### src/rtl/ipc_pkg.sv
package ipc_pkg;
  localparam int VEC_W = 8;
  typedef logic [VEC_W-1:0] vec_t;
  localparam vec_t NMI_VEC = 8'd2;

  typedef enum logic [1:0] {
    REG_MASK = 2'd0,
    REG_MODE = 2'd1,
    REG_CTRL = 2'd2,
    REG_EOI  = 2'd3
  } cfg_addr_e;

  function automatic vec_t dev_vec(input vec_t base, input int idx);
    return vec_t'(base + vec_t'(idx));
  endfunction
endpackage

### src/rtl/ipc_pend_latch.sv
module ipc_pend_latch #(
  parameter int N = 8
) (
  input  logic         clk,
  input  logic         rst_n,
  input  logic [N-1:0] irq,
  input  logic         nmi,
  input  logic [N-1:0] edge_mode,
  input  logic [N-1:0] clr_line,
  input  logic         clr_nmi,
  output logic [N-1:0] req,
  output logic         nmi_req
);
  logic [N-1:0] prev_irq, latch_q;
  logic         prev_nmi, nmi_q;

  always_ff @(posedge clk or negedge rst_n) begin
    if (!rst_n) begin
      prev_irq <= '0;
      latch_q  <= '0;
      prev_nmi <= 1'b0;
      nmi_q    <= 1'b0;
    end else begin
      prev_irq <= irq;
      prev_nmi <= nmi;
      latch_q  <= (latch_q & ~clr_line) | (irq & ~prev_irq & edge_mode);
      nmi_q    <= (nmi_q & ~clr_nmi) | (nmi & ~prev_nmi);
    end
  end

  assign req     = (latch_q & edge_mode) | (irq & ~edge_mode);
  assign nmi_req = nmi_q;

  AST_NMI_EDGE_LATCH: assert property (@(posedge clk) disable iff (!rst_n)
    (nmi && !prev_nmi) |=> nmi_q) else $error("nmi edge lost");

  for (genvar g = 0; g < N; g++) begin : g_chk
    AST_EDGE_LATCH: assert property (@(posedge clk) disable iff (!rst_n)
      (edge_mode[g] && irq[g] && !prev_irq[g]) |=> latch_q[g]) else $error("edge lost");
  end
endmodule

### src/rtl/ipc_svc_track.sv
module ipc_svc_track #(
  parameter int N = 8
) (
  input  logic         clk,
  input  logic         rst_n,
  input  logic [N-1:0] set_line,
  input  logic         set_nmi,
  input  logic         eoi,
  output logic [N-1:0] blk,
  output logic         nmi_busy
);
  localparam logic [N-1:0] ONE = 1;

  logic [N-1:0] isr_q, lowest, clr_dev;
  logic         nmi_isr_q;

  assign lowest  = isr_q & (~isr_q + ONE);
  assign clr_dev = (eoi && !nmi_isr_q) ? lowest : '0;

  always_ff @(posedge clk or negedge rst_n) begin
    if (!rst_n) begin
      isr_q     <= '0;
      nmi_isr_q <= 1'b0;
    end else begin
      isr_q     <= (isr_q & ~clr_dev) | set_line;
      nmi_isr_q <= (nmi_isr_q & ~eoi) | set_nmi;
    end
  end

  for (genvar g = 0; g < N; g++) begin : g_blk
    if (g == 0) begin : g_first
      assign blk[g] = nmi_isr_q | isr_q[g];
    end else begin : g_rest
      assign blk[g] = blk[g-1] | isr_q[g];
    end
  end

  assign nmi_busy = nmi_isr_q;

  AST_NO_EQ_LOWER: assert property (@(posedge clk) disable iff (!rst_n)
    (set_line & blk) == '0) else $error("blocked line entered service");
  AST_NMI_SINGLE: assert property (@(posedge clk) disable iff (!rst_n)
    set_nmi |-> !nmi_isr_q) else $error("nested nmi");
  AST_EOI_NMI_FIRST: assert property (@(posedge clk) disable iff (!rst_n)
    (eoi && nmi_isr_q) |=> (!nmi_isr_q && isr_q == $past(isr_q | set_line))) else $error("eoi order");
endmodule

### src/rtl/ipc_arbiter.sv
module ipc_arbiter #(
  parameter int N     = 8,
  parameter int IDX_W = 3
) (
  input  logic [N-1:0]     elig,
  input  logic             nmi_elig,
  output logic             pick_any,
  output logic             pick_nmi,
  output logic [IDX_W-1:0] pick_idx
);
  always_comb begin
    pick_idx = '0;
    for (int i = N - 1; i >= 0; i--) begin
      if (elig[i]) pick_idx = IDX_W'(i);
    end
    pick_nmi = nmi_elig;
    pick_any = nmi_elig | (|elig);
  end
endmodule

### src/rtl/irq_prio_ctrl.sv
module irq_prio_ctrl
  import ipc_pkg::*;
#(
  parameter int   NUM_LINES  = 8,
  parameter vec_t RESET_BASE = 8'd32,
  localparam int  DW         = (NUM_LINES > 9) ? NUM_LINES : 9
) (
  input  logic                 clk,
  input  logic                 rst_n,
  input  logic [NUM_LINES-1:0] irq_i,
  input  logic                 nmi_i,
  input  logic                 cfg_we_i,
  input  logic [1:0]           cfg_addr_i,
  input  logic [DW-1:0]        cfg_wdata_i,
  output logic                 vec_valid_o,
  output logic [VEC_W-1:0]     vec_o,
  input  logic                 vec_ready_i
);
  localparam int IDX_W = (NUM_LINES > 1) ? $clog2(NUM_LINES) : 1;
  localparam logic [NUM_LINES-1:0] ONE_L = 1;

  logic [NUM_LINES-1:0] mask_q, mode_q;
  logic                 en_q;
  vec_t                 base_q;

  logic                 valid_q, offer_nmi;
  vec_t                 offer_vec;
  logic [IDX_W-1:0]     offer_idx;

  logic                 accept, wr_eoi;
  logic [NUM_LINES-1:0] clr_line, req, blk, elig;
  logic                 nmi_req, nmi_busy, nmi_elig;
  logic                 pick_any, pick_nmi;
  logic [IDX_W-1:0]     pick_idx;

  // register port
  always_ff @(posedge clk or negedge rst_n) begin
    if (!rst_n) begin
      mask_q <= '0;
      mode_q <= '0;
      en_q   <= 1'b0;
      base_q <= RESET_BASE;
    end else if (cfg_we_i) begin
      case (cfg_addr_e'(cfg_addr_i))
        REG_MASK: mask_q <= cfg_wdata_i[NUM_LINES-1:0];
        REG_MODE: mode_q <= cfg_wdata_i[NUM_LINES-1:0];
        REG_CTRL: begin
          en_q   <= cfg_wdata_i[8];
          base_q <= cfg_wdata_i[7:0];
        end
        default: ;
      endcase
    end
  end

  assign wr_eoi = cfg_we_i && (cfg_addr_i == REG_EOI);
  assign accept = valid_q && vec_ready_i;

  always_comb begin
    clr_line = '0;
    if (accept && !offer_nmi) clr_line[offer_idx] = 1'b1;
  end

  ipc_pend_latch #(.N(NUM_LINES)) pend_i (
    .clk(clk), .rst_n(rst_n), .irq(irq_i), .nmi(nmi_i), .edge_mode(mode_q),
    .clr_line(clr_line), .clr_nmi(accept && offer_nmi),
    .req(req), .nmi_req(nmi_req)
  );

  ipc_svc_track #(.N(NUM_LINES)) svc_i (
    .clk(clk), .rst_n(rst_n), .set_line(clr_line), .set_nmi(accept && offer_nmi),
    .eoi(wr_eoi), .blk(blk), .nmi_busy(nmi_busy)
  );

  assign elig     = req & ~mask_q & {NUM_LINES{en_q}} & ~blk;
  assign nmi_elig = nmi_req & ~nmi_busy;

  ipc_arbiter #(.N(NUM_LINES), .IDX_W(IDX_W)) arb_i (
    .elig(elig), .nmi_elig(nmi_elig),
    .pick_any(pick_any), .pick_nmi(pick_nmi), .pick_idx(pick_idx)
  );

  // offer register: the vector is frozen from load until acceptance
  always_ff @(posedge clk or negedge rst_n) begin
    if (!rst_n) begin
      valid_q   <= 1'b0;
      offer_nmi <= 1'b0;
      offer_idx <= '0;
      offer_vec <= '0;
    end else if (accept) begin
      valid_q <= 1'b0;
    end else if (!valid_q && pick_any) begin
      valid_q   <= 1'b1;
      offer_nmi <= pick_nmi;
      offer_idx <= pick_idx;
      offer_vec <= pick_nmi ? NMI_VEC : dev_vec(base_q, int'(pick_idx));
    end
  end

  assign vec_valid_o = valid_q;
  assign vec_o       = offer_vec;

  AST_VALID_HOLD: assert property (@(posedge clk) disable iff (!rst_n)
    (vec_valid_o && !vec_ready_i) |=> (vec_valid_o && $stable(vec_o))) else $error("offer moved");
  AST_DROP_AFTER_ACCEPT: assert property (@(posedge clk) disable iff (!rst_n)
    (vec_valid_o && vec_ready_i) |=> !vec_valid_o) else $error("valid stuck");
  AST_MASKED_NO_OFFER: assert property (@(posedge clk) disable iff (!rst_n)
    ($rose(vec_valid_o) && !offer_nmi) |->
      ($past(en_q) && (($past(mask_q) & (ONE_L << offer_idx)) == '0))) else $error("masked offer");
endmodule

### config.mk
export PLATFORM = sky130hd
export DESIGN_NAME = irq_prio_ctrl
export DESIGN_NICKNAME = d
export VERILOG_FILES = /design/src/rtl/ipc_pkg.sv /design/src/rtl/ipc_pend_latch.sv /design/src/rtl/ipc_svc_track.sv /design/src/rtl/ipc_arbiter.sv /design/src/rtl/irq_prio_ctrl.sv
export SDC_FILE = /design/constraint.sdc
export NUM_CORES = 1
export LEC_CHECK = 0
export CAP_MARGIN = 20
export CELL_PAD_IN_SITES_DETAIL_PLACEMENT = 0
export CELL_PAD_IN_SITES_GLOBAL_PLACEMENT = 1
export CORE_UTILIZATION = 40
export CTS_CLUSTER_SIZE = 8
export DETAILED_ROUTE_END_ITERATION = 10
export HOLD_SLACK_MARGIN = 0.15
export PLACE_DENSITY = 0.81
export SLEW_MARGIN = 20
export SYNTH_ARGS = -nofsm -noshare
export SYNTH_HDL_FRONTEND = slang
export SYNTH_SLANG_ARGS = --single-unit
### constraint.sdc
create_clock -name clk -period 2.65 [get_ports clk]
set_input_delay 0.53 -clock clk [delete_from_list [all_inputs] [get_ports clk]]
set_output_delay 0.53 -clock clk [all_outputs]
set_load 0.05 [all_outputs]
==> key figures, run 1 <==
Setup path
  – Top cell family by delay on the critical path: simple AND/OR/NAND/NOR gates
  – Crit path buffers/inverters: 2
  – Crit path largest cell delay: 0.48 ns
  – CP Capture Type: flip-flop
  – Setup crit start kind: input pin
  – Crit Path Max Fanout: 2
  – Critical path class: in -> reg
  – CP required: ~2.9 ns
  – Worst EP arrival: approximately 2.9 ns
  – Slowest CP cell: clkdlybuf4s50_1
  – CP cell instances: clkdlybuf4s50_1 > mux2i_1 > or4_4 > o41ai_2 > a22o_1 > ha_2 > inv_2 > fa_2 > nor2b_2 > o2111ai_1 > xor2_1 > o22ai_1

Floorplanning
  – Site Rows: 30
  – Die Ht: 87.8 µm
  – Initial Utilization: 0.425
  – Core Region: 6940 µm²
  – Io pins: 33
  – Die W: 87.8 µm
  – Area of the die: 7720 µm²

STA
  – Final hold violation count: 0
  – Max-slew violations: 0
  – Max-slew headroom at the worst pin: 0.653
  – # setup viols final: 1
  – Final Critical Period: 2.67 ns
  – Setup ws final: -0.0245 ns
  – Worst slew pin tran: 0.520 ns
  – Skew final: around 0.010 ns
  – RSZ-0062 raised after global routing: true
  – Fmax: 374 MHz
  – Final period util: 1.01

Logic synthesis
  – Synth top area share: 0.543
  – Leading area contributor after synthesis: dfrtp_1
  – Post-synthesis sequential area ratio: 0.552
  – Post-synth net total: 279
  – Cells after Synth: 251
  – Distinct cells, synth: 43
  – Ys Warns: 0
  – Synth top area cells: dfrtp_1 (54%), mux2_2 (9.9%), nand2_1 (5.5%)
  – Syn Std Cell Area: 2950 µm²
  – Synthesized flop and latch total: between 60 and 70
  – Synth Area per Inst: 11.7 µm²

Finish
  – Register Area: 1630 µm²
  – Area of the multi-input gates: between 1000 and 1500 µm²
  – # diodes: 0
  – Final Util: 0.546
  – Nets@finish: 348
  – Non-filler cells, final: 421
  – Share of layout cells above drive strength 1: 0.283
  – Fillcell total: 635
  – Commonest non-fill, non-tap cells in the layout: dfrtp_1 (64), nand2_1 (43), clkdlybuf4s50_1 (28)
  – Synthesis-to-finish area growth: 28.6%
  – Most common cell after layout, fill and taps aside: dfrtp_1

Place
  – Hpwl dp: 4240 µm
  – RePlAce Congestion: 0.864
  – # port buffers: 32
  – Placed Instances: 402

Pwr
  – Sequential cell fraction of total power: 0.408
  – Pint: 0.00225 W
  – Switch share: 0.359
  – Power Density: 926 nW/µm²
  – Lkg Pwr: 1.72 nW
  – Comb power frac: 0.390
  – Maximum VDD drop: 0.314 mV
  – Clock power share: 0.202
  – Psw: 0.00126 W
  – Total Power: approximately 0.0035 W

Clock tree
  – CTS buffer count: 9
  – Clock sink count: 65
  – H-tree levels: 3
  – Root Buffer: clkbuf_8
  – Clk buf depth: 2
  – Reg clk slew, reported paths: 0.07 ns
  – CTS tree: built
  – Worst skew pair latency: 0.35 ns

Hold path
  – HP Class: in -> async

Drt
  – Post-Route WL: 5840 µm
  – WL/cell: 13.9 µm
  – Detailed-route via count: 2108
  – Initial DRC Count: 38
  – Drc violations: 0
  – Drt first pass iters: 4
  – Antenna-violating nets left: 0
  – Routed vias/inst: 5.01

Global routing
  – Antenna violations before repair: 0
  – Largest net degree at the start of global routing: 66
  – Total grt overflow: 0
  – Gr usage total: 0.180
  – Vias in the first global route: 2154
  – Met3 Use GR: 0.0396
  – Met1 Track Usage GR: 0.234
  – First-pass GRT wire length: 10200 µm
  – Met2 Use GR: 0.283
  – Layer with the highest usage: met2

Flow run
  – Max cap viols: 0

Run status
  – Status: finished with violations
  – Failing checks: setup timing
[metrics by stage]
step	cell area [µm²]	hold WS (ns)	worst slack [ns]	TNS [ns]
after floorplan	2950	0.234	0.0429	0
after global placement	3560	0.410	-0.500	-3.00
after CTS	3750	0.189	-0.0913	-0.0950
after global routing	3790	0.214	-0.185	-0.409
final	3790	0.184	-0.0245	-0.0245
after detailed placement	3560	0.424	-0.568	-3.38
[Yosys cell counts (all sizes together)]
library cell and number:
o31a 1, a32o 1, a21oi 2, buf 1, mux2 29, or4 2, nor3b 3, or3b 1
o21ai 15, nor4 1, o211ai 2, o2bb2ai 2, xor2 4, nand3b 2, fa 1, o21bai 1
dfrtp 64, nor4b 1, or2 3, o32a 2, or3 5, o311ai 1, o2111ai 1, o22ai 7
nor3 5, a21o 1, nand2b 2, a22o 2, mux2i 8, dfstp 1, ha 3, nand3 5
inv 13, o41ai 1, xnor2 2, nand2 43, a21bo 1, nor2 5, nor2b 6, and3 1
[state kept, by name, indices dropped and copies added, names as in the netlist]
| signal | count |
|---|---|
| vec_o | 8 |
| offer_nmi | 1 |
| en_q | 1 |
| pend_i.latch_q | 8 |
| mask_q | 8 |
| svc_i.nmi_busy | 1 |
| pend_i.nmi_req | 1 |
| base_q | 8 |
| svc_i.isr_q | 8 |
| pend_i.prev_nmi | 1 |
| mode_q | 8 |
| offer_idx | 3 |
| pend_i.prev_irq | 8 |
| vec_valid_o | 1 |
[area by class of cell]
class / instances / area share
Tap cell: 96 / 0.0317
Clock buffer: 10 / 0.0337
Multi-Input combinational cell: 172 / 0.342
Clock inverter: 6 / 0.00924
Inverter: 13 / 0.0129
Sequential cell: 65 / 0.429
Timing Repair Buffer: 59 / 0.141
[power by group through the flow]
stage	Clock (W)	Sequential [W]	Combinational (W)
after global placement	0	0.00144	0.00129
after global routing	0.000775	0.00148	0.00150
final	0.000709	0.00143	0.00137
after detailed placement	0	0.00145	0.00131
after CTS	0.000729	0.00143	0.00134
after floorplan	0	0.00154	0.000727
[cell families after synthesis]
group,after synthesis,synth area share
simple gates,85,0.147
flops,65,0.552
compound gates,40,0.100
mux,37,0.142
buf+inv,14,0.0216
xor+xnor,6,0.0178
fa+ha+maj,4,0.0195
[final timing paths]
check                                               start                      endpoint  slack [ns]  cells past startpoint
worst min-delay path                                rst_n          vec_o[5]$_DFFE_PN0P_        0.18                      2
worst max register to register   svc_i.isr_q[0]$_DFF_PN0_          vec_o[6]$_DFFE_PN0P_       -0.01                     11
max in group asynchronous                           rst_n         base_q[5]$_DFFE_PN1P_        2.16                      2
worst min register to register  pend_i.prev_nmi$_DFF_PN0_      pend_i.nmi_req$_DFF_PN0_        0.42                      1
min in group clk                                 irq_i[0]  pend_i.prev_irq[0]$_DFF_PN0_        0.36                      1
worst max-delay path                             irq_i[1]          vec_o[6]$_DFFE_PN0P_       -0.02                     12
[repair_timing]
item / in CTS / in global routing
hold endpoints to repair: 0 / 0
resized for setup: 8 / 6
setup buffers: 1 / 2
setup endpoints to repair: 7 / 7
hold buffers: 0 / 0
pin swaps: 6 / 5
[per-layer routing]
| layer | share of wire | routed length [µm] |
|---|---|---|
| met3 | 0.032 | 187 |
| met4 | 0.021 | 124 |
| met5 | 0 | 0 |
| met1 | 0.47 | 2770 |
| met2 | 0.47 | 2760 |
Power figures use the tool's default switching activity.
==> run 2, diff against run 1 <==
- SLEW_MARGIN: 20 -> not set
==> results of run 2 <==
The final DEF is identical to that of run 1; final timing and power are the same.
==> run 3, diff against run 2 <==
- PLACE_DENSITY: 0.81 -> 0.85
==> key figures, run 3 (same netlist as run 1, synthesis figures left out) <==
Run status
  – Failing checks: setup timing
  – Status: finished with violations

Setup path
  – Worst EP arrival: 2.97 ns
  – R2r setup slk: -0.10 ns
  – Top cell family by delay on the critical path: buffers and inverters
  – CP required: 2.87 ns
  – Crit path buffers/inverters: 3
  – Crit path top cell by count: buf_4
  – Crit Path Max Fanout: 3
  – FF-to-FF path depth: 11
  – CP cell instances: clkdlybuf4s50_1 > mux2i_1 > or4_4 > nor4b_1 > a22o_1 > ha_2 > buf_4 > a21o_1 > a21oi_2 > buf_4 > xor2_1 > o22ai_1
  – Crit path largest cell delay: 0.49 ns
  – Reg2reg start: svc_i.isr_q[0]$_DFF_PN0_
  – Reg2reg end: vec_o[6]$_DFFE_PN0P_
  – Cell count along the critical path: 12
  – Slowest CP cell: clkdlybuf4s50_1
  – Setup crit start kind: input pin
  – CP Capture Type: flip-flop
  – Critical path class: in -> reg

Floorplanning
  – Site Rows: 30
  – Die W: 87.8 µm
  – Io pins: 33
  – Core Region: 6940 µm²
  – Area of the die: 7720 µm²
  – Initial Utilization: 0.425
  – Die Ht: a little under 90 µm

Finish
  – # diodes: 0
  – Register Area: around 1600 µm²
  – Nets@finish: 349
  – Share of layout cells above drive strength 1: 0.298
  – Area of the multi-input gates: 1320 µm²
  – Most common cell after layout, fill and taps aside: dfrtp_1
  – Post-layout instance area: 3840 µm²
  – Commonest non-fill, non-tap cells in the layout: dfrtp_1 (64), nand2_1 (43), clkdlybuf4s50_1 (29)
  – Synthesis-to-finish area growth: 30.3%
  – Fillcell total: 612

Pwr
  – Power Density: ~900 nW/µm²
  – Sequential cell fraction of total power: 0.403
  – Maximum VDD drop: 0.431 mV
  – Clock power share: 0.211
  – Comb power frac: 0.386
  – Lkg Pwr: 1.72 nW
  – Switch share: 0.354
  – Pint: 0.00230 W
  – Psw: 0.00126 W

STA
  – # setup viols final: 6
  – Final hold violation count: 0
  – Skew final: 0.00809 ns
  – Worst hold slack: roughly 0.22 ns
  – Max-slew headroom at the worst pin: 0.546
  – Final Critical Period: 2.75 ns
  – RSZ-0062 raised after global routing: true
  – Fmax: ~360 MHz
  – Setup ws final: -0.103 ns
  – Setup tns final: -0.304 ns
  – Worst slew pin tran: roughly 0.68 ns
  – Max-slew violations: 0
  – Final period util: 1.04

Global routing
  – Total grt overflow: 0
  – Antenna violations before repair: 0
  – Vias in the first global route: 2109
  – Gr usage total: 0.180
  – Largest net degree at the start of global routing: 39
  – First-pass GRT wire length: 10200 µm

Clock tree
  – Clk buf depth: 2
  – H-tree levels: 3
  – Root Buffer: clkbuf_8
  – CTS tree: built
  – Worst skew pair latency: 0.34 ns
  – Reg clk slew, reported paths: 0.07 ns
  – Clock sink count: between 60 and 70
  – CTS buffer count: 9
  – Hold buffers post-CTS: 0

Drt
  – Drc violations: 0
  – Initial DRC Count: 109
  – Drt first pass iters: 4
  – Post-Route WL: 5950 µm
  – Routed vias/inst: ~5.0
  – Detailed-route via count: 2090
  – Antenna-violating nets left: 0
  – WL/cell: 14.1 µm

Place
  – Hpwl dp: 4430 µm
  – RePlAce Congestion: around 0.9
  – Placed inst area: 3550 µm²
  – # port buffers: 32

Hold path
  – HP Class: in -> async

Flow run
  – Max cap viols: 0
==> run 3: timing repair <==
item                                    in CTS  in global routing
endpoints found under the setup margin       7                  7
gates resized for setup                      9                  8
buffers inserted                             3                  4
endpoints found under the hold margin        0                  0
pin swaps                                    6                 14
cloned                                       0                  0
==> run 3: worst max-delay path by stage <==
stage | to | slack, ns | from
3_5_place_dp | vec_o[6]$_DFFE_PN0P_ | -0.57 | irq_i[3]
6_report | vec_o[3]$_DFFE_PN0P_ | -0.10 | irq_i[0]
5_1_grt | vec_o[3]$_DFFE_PN0P_ | -0.23 | mode_q[3]$_DFFE_PN0P_
3_3_place_gp | vec_o[7]$_DFFE_PN0P_ | -0.49 | irq_i[3]
2_1_floorplan | vec_o[6]$_DFFE_PN0P_ | 0.04 | svc_i.isr_q[0]$_DFF_PN0_
4_1_cts | vec_o[6]$_DFFE_PN0P_ | -0.12 | mode_q[3]$_DFFE_PN0P_
==> run 3: final cells by class <==
cell class	count	share of cell area
clock buffers	11	0.0394
clock inverters	5	0.00782
inverters	13	0.0127
multi-input cells	172	0.344
flip-flops and latches	65	0.424
well taps	96	0.0313
repair buffers	60	0.140
==> run 3: through the flow <==
stage	util	setup slack [ns]	std cells	power (W)
final	0.553	-0.103	422	0.00356
after floorplan	-	0.0429	251	0.00227
after global placement	0.511	-0.488	400	0.00271
after detailed placement	0.511	-0.566	400	0.00274
after CTS	0.544	-0.116	419	0.00354
after global routing	0.553	-0.231	422	0.00380
==> run 3: layer usage <==
layer  vias to the layer above  part of all wire  track usage
li1                       1031                 -            -
met1                      1006              0.47        0.236
met2                        42              0.47        0.276
met3                        11             0.039       0.0518
met4                         0             0.019       0.0849
met5                         -                 0            0
==> run 3: power by group through the flow <==
stage          Combinational (W)  Clock, W  Sequential (W)
4_1_cts                  0.00133  0.000781         0.00143
5_1_grt                  0.00150  0.000826         0.00147
2_1_floorplan           0.000727         0         0.00154
6_report                 0.00137  0.000752         0.00143
3_5_place_dp             0.00129         0         0.00145
3_3_place_gp             0.00127         0         0.00144
